[src/rtl/xbus_pkg.sv]
package xbus_pkg;
  localparam int ADDR_W   = 16;
  localparam int DATA_W   = 8;
  localparam int PHASES   = 12;
  localparam int HALF     = PHASES / 2;
  localparam int SLOTS    = PHASES / HALF;
  localparam int PH_W     = $clog2(PHASES);
  localparam int ALE_W    = 2;          // strobe high at phase 0..ALE_W-1 of a half
  localparam int PSEN_W   = 3;          // low at the last PSEN_W phases of a half
  localparam int STB_START = 5;         // first low phase of read/write strobe
  localparam int STB_W    = 6;

  typedef enum logic [1:0] {
    OP_NONE = 2'b00,
    OP_CODE = 2'b01,
    OP_XRD  = 2'b10,
    OP_XWR  = 2'b11
  } bus_op_e;

  typedef struct packed {
    bus_op_e             op;
    logic                short_ad;
    logic [ADDR_W-1:0]   addr;
    logic [DATA_W-1:0]   wdata;
  } bus_req_t;

  typedef struct packed {
    logic              ale;
    logic              psen_n;
    logic              rd_n;
    logic              wr_n;
    logic              p0_oe;
    logic [DATA_W-1:0] p0;
    logic [DATA_W-1:0] p2;
  } bus_pins_t;

  localparam bus_pins_t PINS_RST = '{ale: 1'b0, psen_n: 1'b1, rd_n: 1'b1,
                                     wr_n: 1'b1, p0_oe: 1'b0, p0: '0, p2: '1};
endpackage

[src/rtl/xbus_phase.sv]
module xbus_phase
  import xbus_pkg::*;
(
  input  logic            clk,
  input  logic            rst,
  output logic [PH_W-1:0] ph,
  output logic [PH_W-1:0] ph_nxt,
  output logic            at_last
);
  always_comb begin
    at_last = (ph == PH_W'(PHASES - 1));
    ph_nxt  = at_last ? '0 : ph + 1'b1;
  end

  always_ff @(posedge clk) begin
    if (rst) ph <= PH_W'(PHASES - 1);
    else     ph <= ph_nxt;
  end

  // the counter wraps to phase 0 after the last phase
  a_r2_phase_wrap: assert property (@(posedge clk) disable iff (rst)
    at_last |=> (ph == '0));
  a_r2_phase_range: assert property (@(posedge clk) disable iff (rst)
    ph < PH_W'(PHASES));
endmodule

[src/rtl/xbus_req_latch.sv]
module xbus_req_latch
  import xbus_pkg::*;
(
  input  logic     clk,
  input  logic     rst,
  input  logic     at_last,
  input  logic     req_valid,
  input  bus_req_t req_in,
  output logic     req_ack,
  output bus_op_e  cur_op,
  output bus_req_t nxt
);
  bus_req_t cur;

  always_comb begin
    req_ack = at_last && req_valid && !rst;
    nxt     = cur;
    if (at_last) nxt = req_valid ? req_in : '0;
  end

  always_ff @(posedge clk) begin
    if (rst) cur <= '0;
    else     cur <= nxt;
  end

  assign cur_op = cur.op;

  // the active request never changes inside a machine cycle
  a_r2_hold_in_cycle: assert property (@(posedge clk) disable iff (rst)
    !at_last |=> $stable(cur));
endmodule

[src/rtl/xbus_decode.sv]
module xbus_decode
  import xbus_pkg::*;
(
  input  bus_req_t          req,
  input  logic [PH_W-1:0]   ph,
  input  logic              ale_quiet,
  input  logic              code_ext,
  input  logic [DATA_W-1:0] p2_sfr,
  output bus_pins_t         pins
);
  logic [ADDR_W-1:0] slot_addr [SLOTS];
  logic              half;
  logic [PH_W-1:0]   q;
  logic              is_code, is_data, is_none;
  logic              addr_ph, wdat_ph, strobe_ph;

  // one address per fetch slot: slot g fetches req.addr + g
  for (genvar g = 0; g < SLOTS; g++) begin : g_slot
    assign slot_addr[g] = req.addr + ADDR_W'(g);
  end

  always_comb begin
    half      = (ph >= PH_W'(HALF));
    q         = half ? ph - PH_W'(HALF) : ph;
    is_code   = (req.op == OP_CODE);
    is_data   = req.op[1];
    is_none   = (req.op == OP_NONE);
    addr_ph   = !is_none && !(is_data && half) &&
                (q == PH_W'(ALE_W - 1) || q == PH_W'(ALE_W));
    wdat_ph   = (req.op == OP_XWR) && (ph >= PH_W'(STB_START - 1));
    strobe_ph = (ph >= PH_W'(STB_START)) && (ph < PH_W'(STB_START + STB_W));

    pins.ale    = (q < PH_W'(ALE_W)) && !(is_data && half) &&
                  !(is_none && ale_quiet && !code_ext);
    pins.psen_n = !(is_code && q >= PH_W'(HALF - PSEN_W));
    pins.rd_n   = !((req.op == OP_XRD) && strobe_ph);
    pins.wr_n   = !((req.op == OP_XWR) && strobe_ph);
    pins.p0_oe  = addr_ph || wdat_ph;
    if (addr_ph)      pins.p0 = slot_addr[half][DATA_W-1:0];
    else if (wdat_ph) pins.p0 = req.wdata;
    else              pins.p0 = '0;
    if (is_code)                      pins.p2 = slot_addr[half][ADDR_W-1 -: DATA_W];
    else if (is_data && !req.short_ad) pins.p2 = req.addr[ADDR_W-1 -: DATA_W];
    else                              pins.p2 = p2_sfr;
  end
endmodule

[src/rtl/xbus_capture.sv]
module xbus_capture
  import xbus_pkg::*;
(
  input  logic              clk,
  input  logic              rst,
  input  bus_op_e           cur_op,
  input  logic [PH_W-1:0]   ph,
  input  logic [DATA_W-1:0] p0_in,
  output logic              rd_valid,
  output logic [DATA_W-1:0] rd_byte,
  output logic              rd_second
);
  logic take_c0, take_c1, take_d;

  always_comb begin
    take_c0 = (cur_op == OP_CODE) && (ph == PH_W'(HALF - 1));
    take_c1 = (cur_op == OP_CODE) && (ph == PH_W'(PHASES - 1));
    take_d  = (cur_op == OP_XRD)  && (ph == PH_W'(STB_START + STB_W - 1));
  end

  always_ff @(posedge clk) begin
    if (rst) begin
      rd_valid  <= 1'b0;
      rd_byte   <= '0;
      rd_second <= 1'b0;
    end else begin
      rd_valid <= take_c0 || take_c1 || take_d;
      if (take_c0 || take_c1 || take_d) begin
        rd_byte   <= p0_in;
        rd_second <= take_c1;
      end
    end
  end

  // a returned byte is a single-clock pulse
  a_r10_valid_pulse: assert property (@(posedge clk) disable iff (rst)
    rd_valid |=> !rd_valid);
endmodule

[src/rtl/xbus_seq.sv]
module xbus_seq
  import xbus_pkg::*;
(
  input  logic              clk,
  input  logic              rst,
  input  logic              req_valid,
  input  logic [1:0]        req_op,
  input  logic              req_short,
  input  logic [ADDR_W-1:0] req_addr,
  input  logic [DATA_W-1:0] req_wdata,
  output logic              req_ack,
  input  logic [DATA_W-1:0] p2_sfr,
  input  logic              ale_quiet,
  input  logic              code_ext,
  input  logic [DATA_W-1:0] p0_in,
  output logic              ale,
  output logic              psen_n,
  output logic              rd_n,
  output logic              wr_n,
  output logic [DATA_W-1:0] p0_out,
  output logic              p0_drive,
  output logic [DATA_W-1:0] p2_out,
  output logic              rd_valid,
  output logic [DATA_W-1:0] rd_byte,
  output logic              rd_second
);
  logic [PH_W-1:0] ph, ph_nxt;
  logic            at_last;
  bus_req_t        req_in, nxt;
  bus_op_e         cur_op;
  bus_pins_t       pins_d, pins_q;

  assign req_in = '{op: bus_op_e'(req_op), short_ad: req_short,
                    addr: req_addr, wdata: req_wdata};

  xbus_phase u_phase (
    .clk(clk), .rst(rst), .ph(ph), .ph_nxt(ph_nxt), .at_last(at_last));

  xbus_req_latch u_req (
    .clk(clk), .rst(rst), .at_last(at_last), .req_valid(req_valid),
    .req_in(req_in), .req_ack(req_ack), .cur_op(cur_op), .nxt(nxt));

  // decode the phase about to start so every pin leaves a flop
  xbus_decode u_dec (
    .req(nxt), .ph(ph_nxt), .ale_quiet(ale_quiet), .code_ext(code_ext),
    .p2_sfr(p2_sfr), .pins(pins_d));

  always_ff @(posedge clk) begin
    if (rst) pins_q <= PINS_RST;
    else     pins_q <= pins_d;
  end

  assign ale      = pins_q.ale;
  assign psen_n   = pins_q.psen_n;
  assign rd_n     = pins_q.rd_n;
  assign wr_n     = pins_q.wr_n;
  assign p0_drive = pins_q.p0_oe;
  assign p0_out   = pins_q.p0;
  assign p2_out   = pins_q.p2;

  xbus_capture u_cap (
    .clk(clk), .rst(rst), .cur_op(cur_op), .ph(ph), .p0_in(p0_in),
    .rd_valid(rd_valid), .rd_byte(rd_byte), .rd_second(rd_second));

  // every address strobe is two clocks wide
  a_r3_ale_width: assert property (@(posedge clk) disable iff (rst)
    $rose(ale) |=> ale ##1 !ale);
  // every code strobe is three clocks wide
  a_r5_psen_width: assert property (@(posedge clk) disable iff (rst)
    $fell(psen_n) |=> !psen_n ##1 !psen_n ##1 psen_n);
  // never two read/write strobes at once
  a_r5_one_strobe: assert property (@(posedge clk) disable iff (rst)
    $countones({~psen_n, ~rd_n, ~wr_n}) <= 1);
  // data strobe falls three clocks after the address strobe falls
  a_r7_strobe_after_ale: assert property (@(posedge clk) disable iff (rst)
    $fell(rd_n & wr_n) |-> ($past(ale, 4) && !$past(ale, 3)));
  // write data is already stable when the write strobe falls
  a_r9_wdata_setup: assert property (@(posedge clk) disable iff (rst)
    $fell(wr_n) |-> (p0_drive && $past(p0_drive) && $stable(p0_out)));
  // no drive on the low port while memory may drive it
  a_r9_no_contention: assert property (@(posedge clk) disable iff (rst)
    (!psen_n || !rd_n) |-> !p0_drive);
endmodule

[config.mk]
export PLATFORM = sky130hd
export DESIGN_NAME = xbus_seq
export DESIGN_NICKNAME = d
export VERILOG_FILES = /design/src/rtl/xbus_pkg.sv /design/src/rtl/xbus_phase.sv /design/src/rtl/xbus_req_latch.sv /design/src/rtl/xbus_decode.sv /design/src/rtl/xbus_capture.sv /design/src/rtl/xbus_seq.sv
export SDC_FILE = /design/constraint.sdc
export NUM_CORES = 1
export LEC_CHECK = 0
export ABC_CLOCK_PERIOD_IN_PS = 2800
export BUFFER_PORTS_ARGS = -buffer_cell sky130_fd_sc_hd__buf_2
export CAP_MARGIN = 20
export CELL_PAD_IN_SITES_DETAIL_PLACEMENT = 0
export CELL_PAD_IN_SITES_GLOBAL_PLACEMENT = 1
export CORE_ASPECT_RATIO = 1.75
export CORE_UTILIZATION = 38
export DETAILED_ROUTE_END_ITERATION = 16
export MAX_ROUTING_LAYER = met4
export PLACE_DENSITY_LB_ADDON = 0.1
export SYNTH_ARGS = -nofsm -noshare
export SYNTH_HDL_FRONTEND = slang
export SYNTH_HIERARCHICAL = 1
export SYNTH_SLANG_ARGS = --single-unit
[constraint.sdc]
create_clock -name clk -period 2.8 [get_ports clk]
set_input_delay 0.28 -clock clk [delete_from_list [all_inputs] [get_ports clk]]
set_output_delay 0.28 -clock clk [all_outputs]
set_load 0.005 [all_outputs]
== Word level (Yosys, flattened, before mapping) ==
Cells that the tools add are included.

* Output and inout bits: 32
* Flip-flop bits (word level): 62
* Logic and storage cells: 79
* Bits of input ports: 48

* Reduce and logical (&&, ||, !) cells: 32
* Mux-type cells: 11
* Add/sub/neg operators: 3
* Eq/ne operators: 10
* Bitwise gates (word level): 1
* $lt $le $gt $ge: 7

{| class="wikitable"
|+ Operators by type and width
! cell !! count
|-
| 27-bit two-way mux || 2
|-
| 16-bit two-way mux || 3
|-
| 8-bit two-way mux || 4
|-
| 1-bit logical AND || 18
|-
| 16-bit by 1-bit adder with 16-bit output (second input constant) || 1
|-
| 4-bit by 3-bit greater-or-equal comparator with 1-bit output (second input constant) || 3
|-
| 1-bit logical NOT || 9
|-
| 4-bit equality test (second input constant) || 2
|-
| 4-bit two-way mux || 2
|-
| 2-bit equality test (second input constant) || 3
|-
| 4-bit by 1-bit adder with 4-bit output (second input constant) || 1
|-
| 2-bit by 1-bit equality test with 1-bit output (second input constant) || 2
|-
| 4-bit by 1-bit equality test with 1-bit output (second input constant) || 1
|-
| 4-bit by 2-bit equality test with 1-bit output (second input constant) || 1
|-
| 4-bit by 3-bit equality test with 1-bit output (second input constant) || 1
|-
| 4-bit by 2-bit greater-or-equal comparator with 1-bit output (second input constant) || 1
|-
| 1-bit logical OR || 4
|-
| 4-bit by 2-bit < comparator with 1-bit output (second input constant) || 1
|-
| 4-bit < comparator (second input constant) || 1
|-
| 4-bit by 3-bit subtractor with 4-bit output (second input constant) || 1
|-
| 2-bit greater-or-equal comparator (second input constant) || 1
|-
| 2-bit logical NOT || 1
|-
| 1-bit NOT with 2-bit output || 1
|}

== Depth between registers and ports, before layout ==
* Depth in word-level cells: 8
* Mapped depth: 12
* Mapped depth without buffers: 10

== Cells and area by module ==
Netlist, hierarchy kept.

{| class="wikitable"
|+ Modules (own cells, without submodules)
! module !! area each (um2) !! times used !! cells each !! seq. area each (um2)
|-
| xbus_req_latch || 1657.8 || 1 || 151 || 540.5
|-
| xbus_decode || 809.5 || 1 || 126 || 0.0
|-
| xbus_seq || 568.0 || 1 || 44 || 420.4
|-
| xbus_capture || 469.2 || 1 || 48 || 200.2
|-
| xbus_phase || 196.4 || 1 || 20 || 80.1
|}

== Worst setup path before layout ==
No wires, ideal clock.

* Kind: reg2reg
* Start: register u_phase.ph[0]
* End: register pins_q, in the netlist p2_out[7]
* Arrival time: 2.750 ns
* Library setup time: 0.120 ns
* Setup slack: -0.070 ns
* Required time: 2.680 ns
* Stages on the path, launching flop included: 12
* Clock period less this slack: 2.870 ns
* Buffers on the path: 1
* Cell sequence: dfxtp_1 ha_1 or3b_4 nand2_1 ha_1 nand2b_4 and3_4 buf_6 or4_1 mux2i_1 o211ai_1 or2_1

{| class="wikitable"
|+ RTL lines
! element !! line !! text
|-
| start, declared || xbus_phase.sv:6 || <nowiki>output logic [PH_W-1:0] ph,</nowiki>
|-
| start signal, assigned || xbus_phase.sv:16 || <nowiki>if (rst) ph <= PH_W'(PHASES - 1);</nowiki>
|-
| start signal, assigned || xbus_phase.sv:17 || <nowiki>else ph <= ph_nxt;</nowiki>
|-
| end signal, assigned || xbus_seq.sv:50 || <nowiki>else pins_q <= pins_d;</nowiki>
|-
| end, declared || xbus_seq.sv:31 || <nowiki>bus_pins_t pins_d, pins_q;</nowiki>
|}

==> metrics <==
status=finished, final reports clean; I/O Buffers=79; Worst setup EP type=flip-flop; Fin. Hold Viols=0; number of diodes=0; sequential fraction of the synthesis area=33.5%; CP peak stage delay=540 ps; setup TNS=0 ps; Worst Setup Start Kind=flip-flop; Pint=2.14 mW; vias in the first global route=3,005; Routed WL per cell=14.3 um; fin area=4770 um^2; Die ar.=10,200 um^2; critical path's slowest cell=or4_4; Sink Count=62; final net count=565; H-tree levels=3; initial antenna violation count=0; LEAKAGE=2.13 nW; CTS Buf Count=9; pwr dens=637 nW/um^2; DP Worst Slack=-16.8 ps; max-slew violation count=0; Skew-Pair Late Insertion Delay=320 ps; kind of critical path=reg2reg; Arr. time, crit path=2900 ps; final core occ=50.4%; Site Rows=47; ANT nets after route=0; clock transition at the registers of the reported paths=50 ps; maximum VDD drop=453 uV; clock share of power=35.7%; count of cell types in the netlist=57; critical path cell sequence=ha_4, buf_4, or3b_4, nand2_2, ha_2, nand2b_4, and3_4, or4_4, mux2i_1, o211ai_1, or2_1; Multi-input gate area=2240 um^2; area of the core=9470 um^2; # setup viols final=0; vias per cell=4.91; chip height=133 um; combinational fraction of design power=31.7%; worst slew pin tran=604 ps; Tcrit/Tclk final=96.0%; post-route DRC violation count=0; Cell Area, Synth=3700 um^2; Avg Cell Area, Syn=9.51 um^2; CP Depth=11; Gate Count Post-Synth=389; skew final=4.82 ps; Reg power frac=32.5%; Slew headroom=59.7%; Cells on Worst Hold Path=3; Seq cells post-synth=62; register area=1240 um^2; dominant synthesized flop cell=dfxtp_1; GRT Residual Overflow=0; Finished Layout Cells=640; max-cap violation count=0; Placed Cells=620; largest net degree at the start of global routing=35; HPWL Detailed=6770 um; RePlAce Congestion=0.812; hold_buf cts=0; # fillers=900; vias=3,144; yosys warns=6; area growth from synthesis to layout=28.9%; drt first-iter violations=121; WL final=9180 um; sw frac=29.6%; Area after DPL=4420 um^2; share of cells above drive strength 1=47.3%; WHS=220 ps; die width=76.6 um; Buf/Inv on CP=1; drt pass-1 iters=4; CTS tree=yes; Post-synth EDFFs=0; crit-path max FO=5; Initial Util=39.1%; Worst Path Required=3010 ps; IO Pins=80; crit-path leading delay family=simple AND/OR/NAND/NOR gates; Final min period=2690 ps; R2R cell count=11; clk buf depth=2; Synth async-reset ratio=0%; NetSw=0.900 mW; final worst slack=113 ps; Worst Hold Class=in2reg; GRT Total Usage=18.6%; first-pass GRT wire length=14,500 um; root buf cell=clkbuf_16; total design power=3.04 mW; syn_nets=440; Achievable Freq=372 MHz
-- per-layer routing --
metal | vias to the layer above | global-route usage (%) | share of wire, %
met1 | 1462 | 20.6 | 42
met2 | 69 | 33.2 | 53
li1 | 1597 | - | -
met5 | - | - | 0
met4 | 0 | 6.09 | 1.9
met3 | 16 | 3.45 | 3.1
-- worst min-delay path, delay by kind of cell --
family	cells	cell delay, ps
buffers and inverters	1	100
multiplexers	1	60
AND/OR/NAND/NOR	1	50
-- area by class of cell --
class / count / share of cell area (%)
clock inverters: 5 / 1.05
flip-flops and latches: 62 / 26.1
repair buffers: 137 / 17.4
clock buffers: 10 / 5.01
well taps: 122 / 3.20
inverters: 4 / 0.315
multi-input cells: 300 / 46.9
-- layout by cell type (no fill, tap or decap), drive strengths merged, types with 5 or more instances in the layout --
master    n
a21oi    31
and3      5
buf     137
clkbuf   10
dfxtp    62
mux2i    12
nand2    51
nand2b   48
nand3    33
nand4     7
nor2     12
nor2b    15
o21ai    16
or2      12
xnor2     7
-- power groups by stage --
stage,logic (mW),clock network [mW],registers (mW)
6_report,0.964,1.09,0.989
5_1_grt,1.05,1.15,0.996
3_3_place_gp,0.913,0,1.00
3_5_place_dp,0.921,0,1.00
2_1_floorplan,0.661,0,1.01
4_1_cts,0.928,1.12,0.982
-- final timing paths --
kind | from | end | slack (ps)
setup / recovery | u_phase/ph[0] | p2_out[7] | 110
hold / removal | p0_in[6] | u_cap/rd_byte[6] | 220
setup reg to reg | u_phase/ph[0] | p2_out[7] | 110
hold reg to reg | u_cap/rd_byte[3] | u_cap/rd_byte[3] | 470
-- kinds of logic after synthesis --
| logic type | after synthesis | synth area share, % |
|---|---|---|
| AOI/OAI and AO/OA | 67 | 13.6 |
| xor gates and xnor gates | 10 | 2.37 |
| adders and majority gates | 3 | 1.01 |
| buffers and inverters | 28 | 6.90 |
| DFF | 62 | 33.5 |
| muxes | 12 | 3.25 |
| and+or+nand+nor | 207 | 39.3 |
-- cells in the mapped netlist (4+ instances only) --
master,number,area (um^2)
a21oi_2,28,245
and3_1,4,25.0
buf_4,6,45.0
buf_6,8,90.1
dfxtp_1,62,1240
inv_1,4,15.0
mux2i_1,12,120
nand2_1,50,188
nand2b_1,25,156
nand2b_4,23,317
nand3_1,6,30.0
nand3_2,27,270
nand4_1,7,43.8
nor2_1,12,45.0
nor2b_1,15,93.8
nor4b_1,4,35.0
o21ai_0,15,75.1
or2_1,11,68.8
or3_1,4,25.0
xnor2_1,7,61.3
-- state kept, by name, summed over array words and instances (netlist names), 2 cells and up --
| signal | flops |
|---|---|
| u_phase/ph | 4 |
| u_cap/rd_byte | 8 |
| p0_out | 8 |
| u_req/cur | 25 |
| u_req/cur_op | 2 |
| p2_out | 8 |
-- repair_timing --
action                     in CTS  in global routing
pin swaps                       0                  1
buffers inserted                0                  4
gates resized for setup         1                  5
setup endpoints to repair       5                 16
gates cloned                    0                  1
Power figures use the tool's default switching activity.
